[src/rtl/hsk_pkg.sv]
package hsk_pkg;

  typedef enum logic [2:0] {
    C2_IN_FALL_CLR  = 3'b000,
    C2_IN_FALL_KEEP = 3'b001,
    C2_IN_RISE_CLR  = 3'b010,
    C2_IN_RISE_KEEP = 3'b011,
    C2_OUT_HSK      = 3'b100,
    C2_OUT_PULSE    = 3'b101,
    C2_OUT_LOW      = 3'b110,
    C2_OUT_HIGH     = 3'b111
  } c2_mode_e;

  localparam int NFLAGS   = 7;
  localparam int FLAG_CA2 = 0;
  localparam int FLAG_CA1 = 1;
  localparam int FLAG_SER = 2;
  localparam int FLAG_CB2 = 3;
  localparam int FLAG_CB1 = 4;
  localparam int FLAG_T2  = 5;
  localparam int FLAG_T1  = 6;

  localparam int RA_PB    = 0;
  localparam int RA_PA    = 1;
  localparam int RA_PAQ   = 2;
  localparam int RA_PCR   = 3;
  localparam int RA_IFR   = 4;
  localparam int RA_IER   = 5;

  function automatic logic edge_hit(input logic rise, input logic fall, input logic sel_rising);
    return sel_rising ? rise : fall;
  endfunction

  function automatic logic c2_is_output(input c2_mode_e m);
    return m[2];
  endfunction

  function automatic logic c2_port_clears(input c2_mode_e m);
    return !m[2] && !m[0];
  endfunction

  function automatic logic [NFLAGS-1:0] ier_next(input logic [NFLAGS-1:0] old,
                                                 input logic [7:0] wd);
    return wd[7] ? (old | wd[NFLAGS-1:0]) : (old & ~wd[NFLAGS-1:0]);
  endfunction

  function automatic logic [NFLAGS-1:0] ifr_next(input logic [NFLAGS-1:0] old,
                                                 input logic [NFLAGS-1:0] setv,
                                                 input logic [NFLAGS-1:0] clrv);
    return (old & ~clrv) | setv;
  endfunction

endpackage

[src/rtl/hsk_sync_edge.sv]
module hsk_sync_edge #(
  parameter int N      = 4,
  parameter int STAGES = 2
) (
  input  logic         clk,
  input  logic         rst_n,
  input  logic [N-1:0] din,
  output logic [N-1:0] rise,
  output logic [N-1:0] fall
);

  for (genvar g = 0; g < N; g++) begin : g_line
    logic [STAGES-1:0] chain;
    logic              prev;

    always_ff @(posedge clk or negedge rst_n) begin
      if (!rst_n) begin
        chain <= '0;
        prev  <= 1'b0;
      end else begin
        chain <= {chain[STAGES-2:0], din[g]};
        prev  <= chain[STAGES-1];
      end
    end

    assign rise[g] = chain[STAGES-1] & ~prev;
    assign fall[g] = ~chain[STAGES-1] & prev;
  end

endmodule

[src/rtl/hsk_ctl2_line.sv]
module hsk_ctl2_line
  import hsk_pkg::*;
(
  input  logic     clk,
  input  logic     rst_n,
  input  c2_mode_e mode,
  input  logic     ctl1_evt,
  input  logic     c2_rise,
  input  logic     c2_fall,
  input  logic     port_acc,
  input  logic     port_wr,
  output logic     flag_set,
  output logic     port_clr,
  output logic     line_out,
  output logic     line_oe
);

  logic hs_q;

  always_ff @(posedge clk or negedge rst_n) begin
    if (!rst_n) begin
      hs_q <= 1'b1;
    end else begin
      unique case (mode)
        C2_OUT_HSK: begin
          if (port_wr)       hs_q <= 1'b0;
          else if (ctl1_evt) hs_q <= 1'b1;
        end
        C2_OUT_PULSE: hs_q <= !port_wr;
        default:      hs_q <= 1'b1;
      endcase
    end
  end

  always_comb begin
    flag_set = !c2_is_output(mode) && edge_hit(c2_rise, c2_fall, mode[1]);
    port_clr = c2_port_clears(mode) && port_acc;
    line_oe  = c2_is_output(mode);
    unique case (mode)
      C2_OUT_LOW:   line_out = 1'b0;
      C2_OUT_HIGH:  line_out = 1'b1;
      C2_OUT_HSK,
      C2_OUT_PULSE: line_out = hs_q;
      default:      line_out = 1'b1;
    endcase
  end

endmodule

[src/rtl/hsk_flag_bank.sv]
module hsk_flag_bank
  import hsk_pkg::*;
(
  input  logic              clk,
  input  logic              rst_n,
  input  logic [NFLAGS-1:0] set_vec,
  input  logic [NFLAGS-1:0] clr_vec,
  input  logic              ier_wr,
  input  logic [7:0]        wdata,
  output logic [NFLAGS-1:0] ifr_q,
  output logic [NFLAGS-1:0] ier_q,
  output logic              summary
);

  always_ff @(posedge clk or negedge rst_n) begin
    if (!rst_n) begin
      ifr_q <= '0;
      ier_q <= '0;
    end else begin
      ifr_q <= ifr_next(ifr_q, set_vec, clr_vec);
      if (ier_wr) ier_q <= ier_next(ier_q, wdata);
    end
  end

  assign summary = |(ifr_q & ier_q);

endmodule

[src/rtl/hsk_irq_ctrl.sv]
module hsk_irq_ctrl
  import hsk_pkg::*;
#(
  parameter int ADDR_W      = 3,
  parameter int SYNC_STAGES = 2
) (
  input  logic              clk,
  input  logic              rst_n,
  input  logic [ADDR_W-1:0] addr,
  input  logic              wr_en,
  input  logic              rd_en,
  input  logic [7:0]        wdata,
  output logic [7:0]        rdata,
  input  logic              ca1_in,
  input  logic              ca2_in,
  input  logic              cb1_in,
  input  logic              cb2_in,
  input  logic              t1_evt,
  input  logic              t2_evt,
  input  logic              ser_evt,
  output logic              ca2_out,
  output logic              ca2_oe,
  output logic              cb2_out,
  output logic              cb2_oe,
  output logic              irq_n
);

  localparam int NPORTS = 2;
  localparam int NLINES = 2 * NPORTS;
  localparam logic [ADDR_W-1:0] A_PB  = ADDR_W'(RA_PB);
  localparam logic [ADDR_W-1:0] A_PA  = ADDR_W'(RA_PA);
  localparam logic [ADDR_W-1:0] A_PAQ = ADDR_W'(RA_PAQ);
  localparam logic [ADDR_W-1:0] A_PCR = ADDR_W'(RA_PCR);
  localparam logic [ADDR_W-1:0] A_IFR = ADDR_W'(RA_IFR);
  localparam logic [ADDR_W-1:0] A_IER = ADDR_W'(RA_IER);

  // access decode
  logic any_acc;
  logic pa_acc, pa_wr, pb_acc, pb_wr, pa_quiet;
  logic pcr_wr, ier_wr;
  logic [NFLAGS-1:0] ifr_wclr;

  assign any_acc  = wr_en | rd_en;
  assign pa_acc   = (addr == A_PA) & any_acc;
  assign pa_wr    = (addr == A_PA) & wr_en;
  assign pb_acc   = (addr == A_PB) & any_acc;
  assign pb_wr    = (addr == A_PB) & wr_en;
  assign pa_quiet = (addr == A_PAQ) & any_acc;
  assign pcr_wr   = (addr == A_PCR) & wr_en;
  assign ier_wr   = (addr == A_IER) & wr_en;
  assign ifr_wclr = ((addr == A_IFR) & wr_en) ? wdata[NFLAGS-1:0] : '0;

  // mode register
  logic [7:0] pcr_q;
  always_ff @(posedge clk or negedge rst_n) begin
    if (!rst_n)      pcr_q <= '0;
    else if (pcr_wr) pcr_q <= wdata;
  end

  // synchronised edges, line order {cb2, cb1, ca2, ca1}
  logic [NLINES-1:0] rise, fall;
  hsk_sync_edge #(.N(NLINES), .STAGES(SYNC_STAGES)) u_sync (
    .clk  (clk),
    .rst_n(rst_n),
    .din  ({cb2_in, cb1_in, ca2_in, ca1_in}),
    .rise (rise),
    .fall (fall)
  );

  // per-port control-line logic
  logic [NPORTS-1:0] c1_evt, c2_set, c2_clr, c2_out, c2_oe;
  logic [NPORTS-1:0] acc_v, wr_v;
  assign acc_v = {pb_acc, pa_acc};
  assign wr_v  = {pb_wr, pa_wr};

  for (genvar p = 0; p < NPORTS; p++) begin : g_port
    assign c1_evt[p] = edge_hit(rise[2*p], fall[2*p], pcr_q[4*p]);

    hsk_ctl2_line u_c2 (
      .clk     (clk),
      .rst_n   (rst_n),
      .mode    (c2_mode_e'(pcr_q[4*p+3 -: 3])),
      .ctl1_evt(c1_evt[p]),
      .c2_rise (rise[2*p+1]),
      .c2_fall (fall[2*p+1]),
      .port_acc(acc_v[p]),
      .port_wr (wr_v[p]),
      .flag_set(c2_set[p]),
      .port_clr(c2_clr[p]),
      .line_out(c2_out[p]),
      .line_oe (c2_oe[p])
    );
  end

  // flag sources
  logic [NFLAGS-1:0] set_vec, clr_vec;
  always_comb begin
    set_vec           = '0;
    set_vec[FLAG_CA2] = c2_set[0];
    set_vec[FLAG_CA1] = c1_evt[0];
    set_vec[FLAG_SER] = ser_evt;
    set_vec[FLAG_CB2] = c2_set[1];
    set_vec[FLAG_CB1] = c1_evt[1];
    set_vec[FLAG_T2]  = t2_evt;
    set_vec[FLAG_T1]  = t1_evt;
    clr_vec           = ifr_wclr;
    clr_vec[FLAG_CA2] = ifr_wclr[FLAG_CA2] | c2_clr[0];
    clr_vec[FLAG_CB2] = ifr_wclr[FLAG_CB2] | c2_clr[1];
  end

  logic [NFLAGS-1:0] ifr_q, ier_q;
  logic              summary;
  hsk_flag_bank u_flags (
    .clk    (clk),
    .rst_n  (rst_n),
    .set_vec(set_vec),
    .clr_vec(clr_vec),
    .ier_wr (ier_wr),
    .wdata  (wdata),
    .ifr_q  (ifr_q),
    .ier_q  (ier_q),
    .summary(summary)
  );

  // read mux
  always_comb begin
    if (addr == A_PCR)      rdata = pcr_q;
    else if (addr == A_IFR) rdata = {summary, ifr_q};
    else if (addr == A_IER) rdata = {1'b1, ier_q};
    else                    rdata = '0;
  end

  assign ca2_out = c2_out[0];
  assign ca2_oe  = c2_oe[0];
  assign cb2_out = c2_out[1];
  assign cb2_oe  = c2_oe[1];
  assign irq_n   = ~summary;

endmodule

[config.mk]
export PLATFORM = sky130hd
export DESIGN_NAME = hsk_irq_ctrl
export DESIGN_NICKNAME = d
export VERILOG_FILES = /design/src/rtl/hsk_pkg.sv /design/src/rtl/hsk_sync_edge.sv /design/src/rtl/hsk_ctl2_line.sv /design/src/rtl/hsk_flag_bank.sv /design/src/rtl/hsk_irq_ctrl.sv
export SDC_FILE = /design/constraint.sdc
export NUM_CORES = 1
export LEC_CHECK = 0
export BUFFER_PORTS_ARGS = -buffer_cell sky130_fd_sc_hd__buf_2
export CAP_MARGIN = 20
export CORE_ASPECT_RATIO = 1.25
export CORE_MARGIN = 2
export CORE_UTILIZATION = 56
export DETAILED_ROUTE_END_ITERATION = 6
export PLACE_DENSITY = 0.82
export SYNTH_ARGS = -nofsm -noshare
export SYNTH_HDL_FRONTEND = slang
export SYNTH_SLANG_ARGS = --single-unit
export TNS_END_PERCENT = 30
[constraint.sdc]
create_clock -name clk -period 3.4 [get_ports clk]
set_input_delay 0 -clock clk [delete_from_list [all_inputs] [get_ports clk]]
set_output_delay 0 -clock clk [all_outputs]
set_load 0.02 [all_outputs]
==> results.md <==
- Placed cells: slightly above 200
- Place WS: between 1.5 and 2 ns
- # diodes: 0
- Crit start category: register
- Req. time, crit path: 3.40 ns
- Flops & latches, synth: 36
- Number of global-route vias before repair: approximately 1,400
- Fraction of registers with async set/reset: between 90% and 100%
- Mapped Cells: around 140
- CTS Sinks: 36
- Worst slew pin tran: 0.859 ns
- IO Pins: 35
- Hold path depth: 3
- Die area: 3390 um2
- Unrepaired setup endpoints after global routing: no
- FILL cells: approximately 220
- Tmin final: 1.75 ns
- Period utilisation layout: 51.6%
- Total Routing Usage GR: a little over a quarter
- Final cell count without fillers: about 230
- Hold EP: u_flags.ifr_q[0]
- Routed via count: between 1,000 and 1,500
- WP data arrival: 1.75 ns
- Smallest hold slack: between 0.1 and 0.15 ns
- Die width: ~52 um
- Total wire length: slightly below 4 mm
- Worst min-delay path startpoint: addr[2]
- Count of different cell masters after synthesis: 36
- Wire per inst: 16.5 um
- Total number of yosys warnings: 0
- Max IR drop VDD: 0.421 mV
- CTS tree: yes
- Launching point of the worst reg2reg path: pcr_q[5]
- CTS root buf: clkbuf_4
- Final worst slack: 1.65 ns
- Clk_lat worst skew: 0.34 ns
- Final RePlAce weighted congestion: 0.809
- Fraction of layout cells with a size suffix above 1: between 20% and 30%
- Final Hold Fails: 0
- GRT Residual Overflow: 0
- DRT antenna net count: 0
- DRC viols: 0
- Inserted Clock Buffers: 5
- Clock-pin slew on the worst setup and hold paths: 0.11 ns
- Top cells by instance count after synthesis: dfrtp_1, nand2_1, a22oi_1, o21ai_0, mux2_2
- Initial cell density of the core: 57.4%
- H-tree depth: 2
- Core Util, Final: 72.2%
- Worst R2R Path Depth: 3
- Die Y: 64.6 um
- Drt first pass iters: 5
- Row count: 22
- Critical path class: reg -> out
- Placed cell area: 1820 um2
- First-pass GRT wire length: 6.60 mm
- Top-area cell type share of the netlist area: 51.8%
- Post-synth EDFFs: 0
- Pwr Total: ~1 mW
- Worst Hold Class: in -> reg
- Syn Area/Cell: roughly 11 um2
- Core Area: 2860 um2
- Top-count cell post-synth: dfrtp_1
- Final setup fails: 0
- CTS max path bufs: 2
- Initial antenna violation count: 0
- Synth area leader: dfrtp_1
- LEAKAGE: 0.913 nW
- Mapped Nets: 165
- Main area contributors after synthesis: dfrtp_1, mux2_2, nand2_1
- MaxCap Viol Count: 0
- Post-route cell area: between 2000 and 2500 um2
- Power Density: roughly 490 nW/um2
- Vias/cell: 5.79
- End of the worst register-to-register path: u_flags.ifr_q[3]
- Post-CTS Resized: 0
- CP Max Fanout: 3
- Mapped Area: around 1600 um2
- Setup TNS: 0 ns
- Largest net degree at the start of global routing: 37
- R2R Setup Slk: 1.93 ns
- DP HPWL: between 2 and 3 mm
- Clock skew: ~0.015 ns
- Worst setup EP type: output port
- Post-synthesis sequential area ratio: 54.9%
- First DRT Iteration DRCs: 58
- Final max-slew violation count: 0
- Status: finished, final reports clean
- Max-Slew Margin vs Limit: a little over two fifths
- Fmax: 570 MHz
- Port Buffers: 34
- Prevailing post-synth register cell: dfrtp_1
- Final net count: between 200 and 250
- Area growth from synthesis to layout: 25.6%
-- per-layer routing --
| layer | wire length [um] | share of wire (%) | up-vias | track usage (%) |
|---|---|---|---|---|
| met5 | 0 | 0 | - | 0 |
| met4 | 66 | 1.7 | 0 | 6.41 |
| met3 | 233 | 6.0 | 7 | 5.99 |
| met2 | 1960 | 51 | 51 | 42.0 |
| met1 | 1600 | 41 | 667 | 37.6 |
| li1 | - | - | 629 | - |
-- cell type report --
class | instances | area, um2 | share of cell area [%]
flip-flops and latches | 36 | 903 | 43.7
repair buffers | 53 | 360 | 17.4
clock buffers | 8 | 58.8 | 2.85
multi-input cells | 99 | 691 | 33.4
well taps | 36 | 45.0 | 2.18
inverters | 2 | 7.51 | 0.363
-- worst max path at each step --
stage	start	to	slack, ns	depth (start not counted)
6_report	register	rdata[7]	1.65	4
5_1_grt	register	rdata[7]	1.66	4
4_1_cts	register	rdata[7]	1.71	4
3_5_place_dp	pcr_q[5]	u_flags.ifr_q[3]	1.99	3
3_3_place_gp	pcr_q[5]	u_flags.ifr_q[3]	2.02	3
2_1_floorplan	pcr_q[3]	u_flags.ifr_q[0]	2.06	3
-- critical path: stages, from the launching register on --
cell      delay (ns)
dfrtp_1         0.41
a222oi_1        0.49
and3_1          0.26
o22ai_1         0.08
buf_2           0.17
-- power breakdown --
| part | internal [mW] | switching, mW | leakage, nW | total [mW] |
|---|---|---|---|---|
| combinational | 0.106 | 0.109 | 0.471 | 0.216 |
| sequential | 0.489 | 0.0638 | 0.409 | 0.552 |
| clock | 0.102 | 0.132 | 0.0326 | 0.234 |
| total | 0.697 | 0.305 | 0.913 | 1.00 |
-- cells by family (layout without fill, tap and decap cells) --
| kind of cell | Yosys count | count (layout) | synth area share, % |
|---|---|---|---|
| and+or+nand+nor | 48 | 48 | 16.7 |
| DFF | 36 | 36 | 54.9 |
| buffers and inverters | 8 | 63 | 3.04 |
| muxes | 17 | 17 | 11.5 |
| AOI/OAI and AO/OA | 34 | 34 | 13.9 |
-- repair_timing --
item / 4_1_cts / 5_1_grt
hold buffers: 19 / 0
endpoints found under the hold margin: 58 / 0
setup buffers: 0 / 0
-- layout by cell type (no fill, tap or decap) --
cell	n
nand4b_2	1
dlygate4sd3_1	19
a22oi_1	9
clkbuf_1	2
o41ai_1	2
mux2_1	7
buf_2	34
nor3b_1	1
nor4b_1	2
nand2b_1	1
and3_1	1
a21o_1	5
or3b_1	2
and3b_1	2
a222oi_1	1
mux2_2	8
a21oi_1	3
clkbuf_4	5
inv_1	2
nand3b_1	2
clkbuf_8	1
or3b_2	1
o22ai_1	3
and4b_1	1
or3_1	1
dfstp_2	2
dfrtp_1	34
and2_1	2
nor2_1	5
o211a_1	1
a31oi_1	1
nand2_1	22
o21ai_0	9
and2b_1	1
nor2b_1	2
mux2i_1	2
and4bb_2	1
Note: power is estimated with default switching activity, not from simulation.
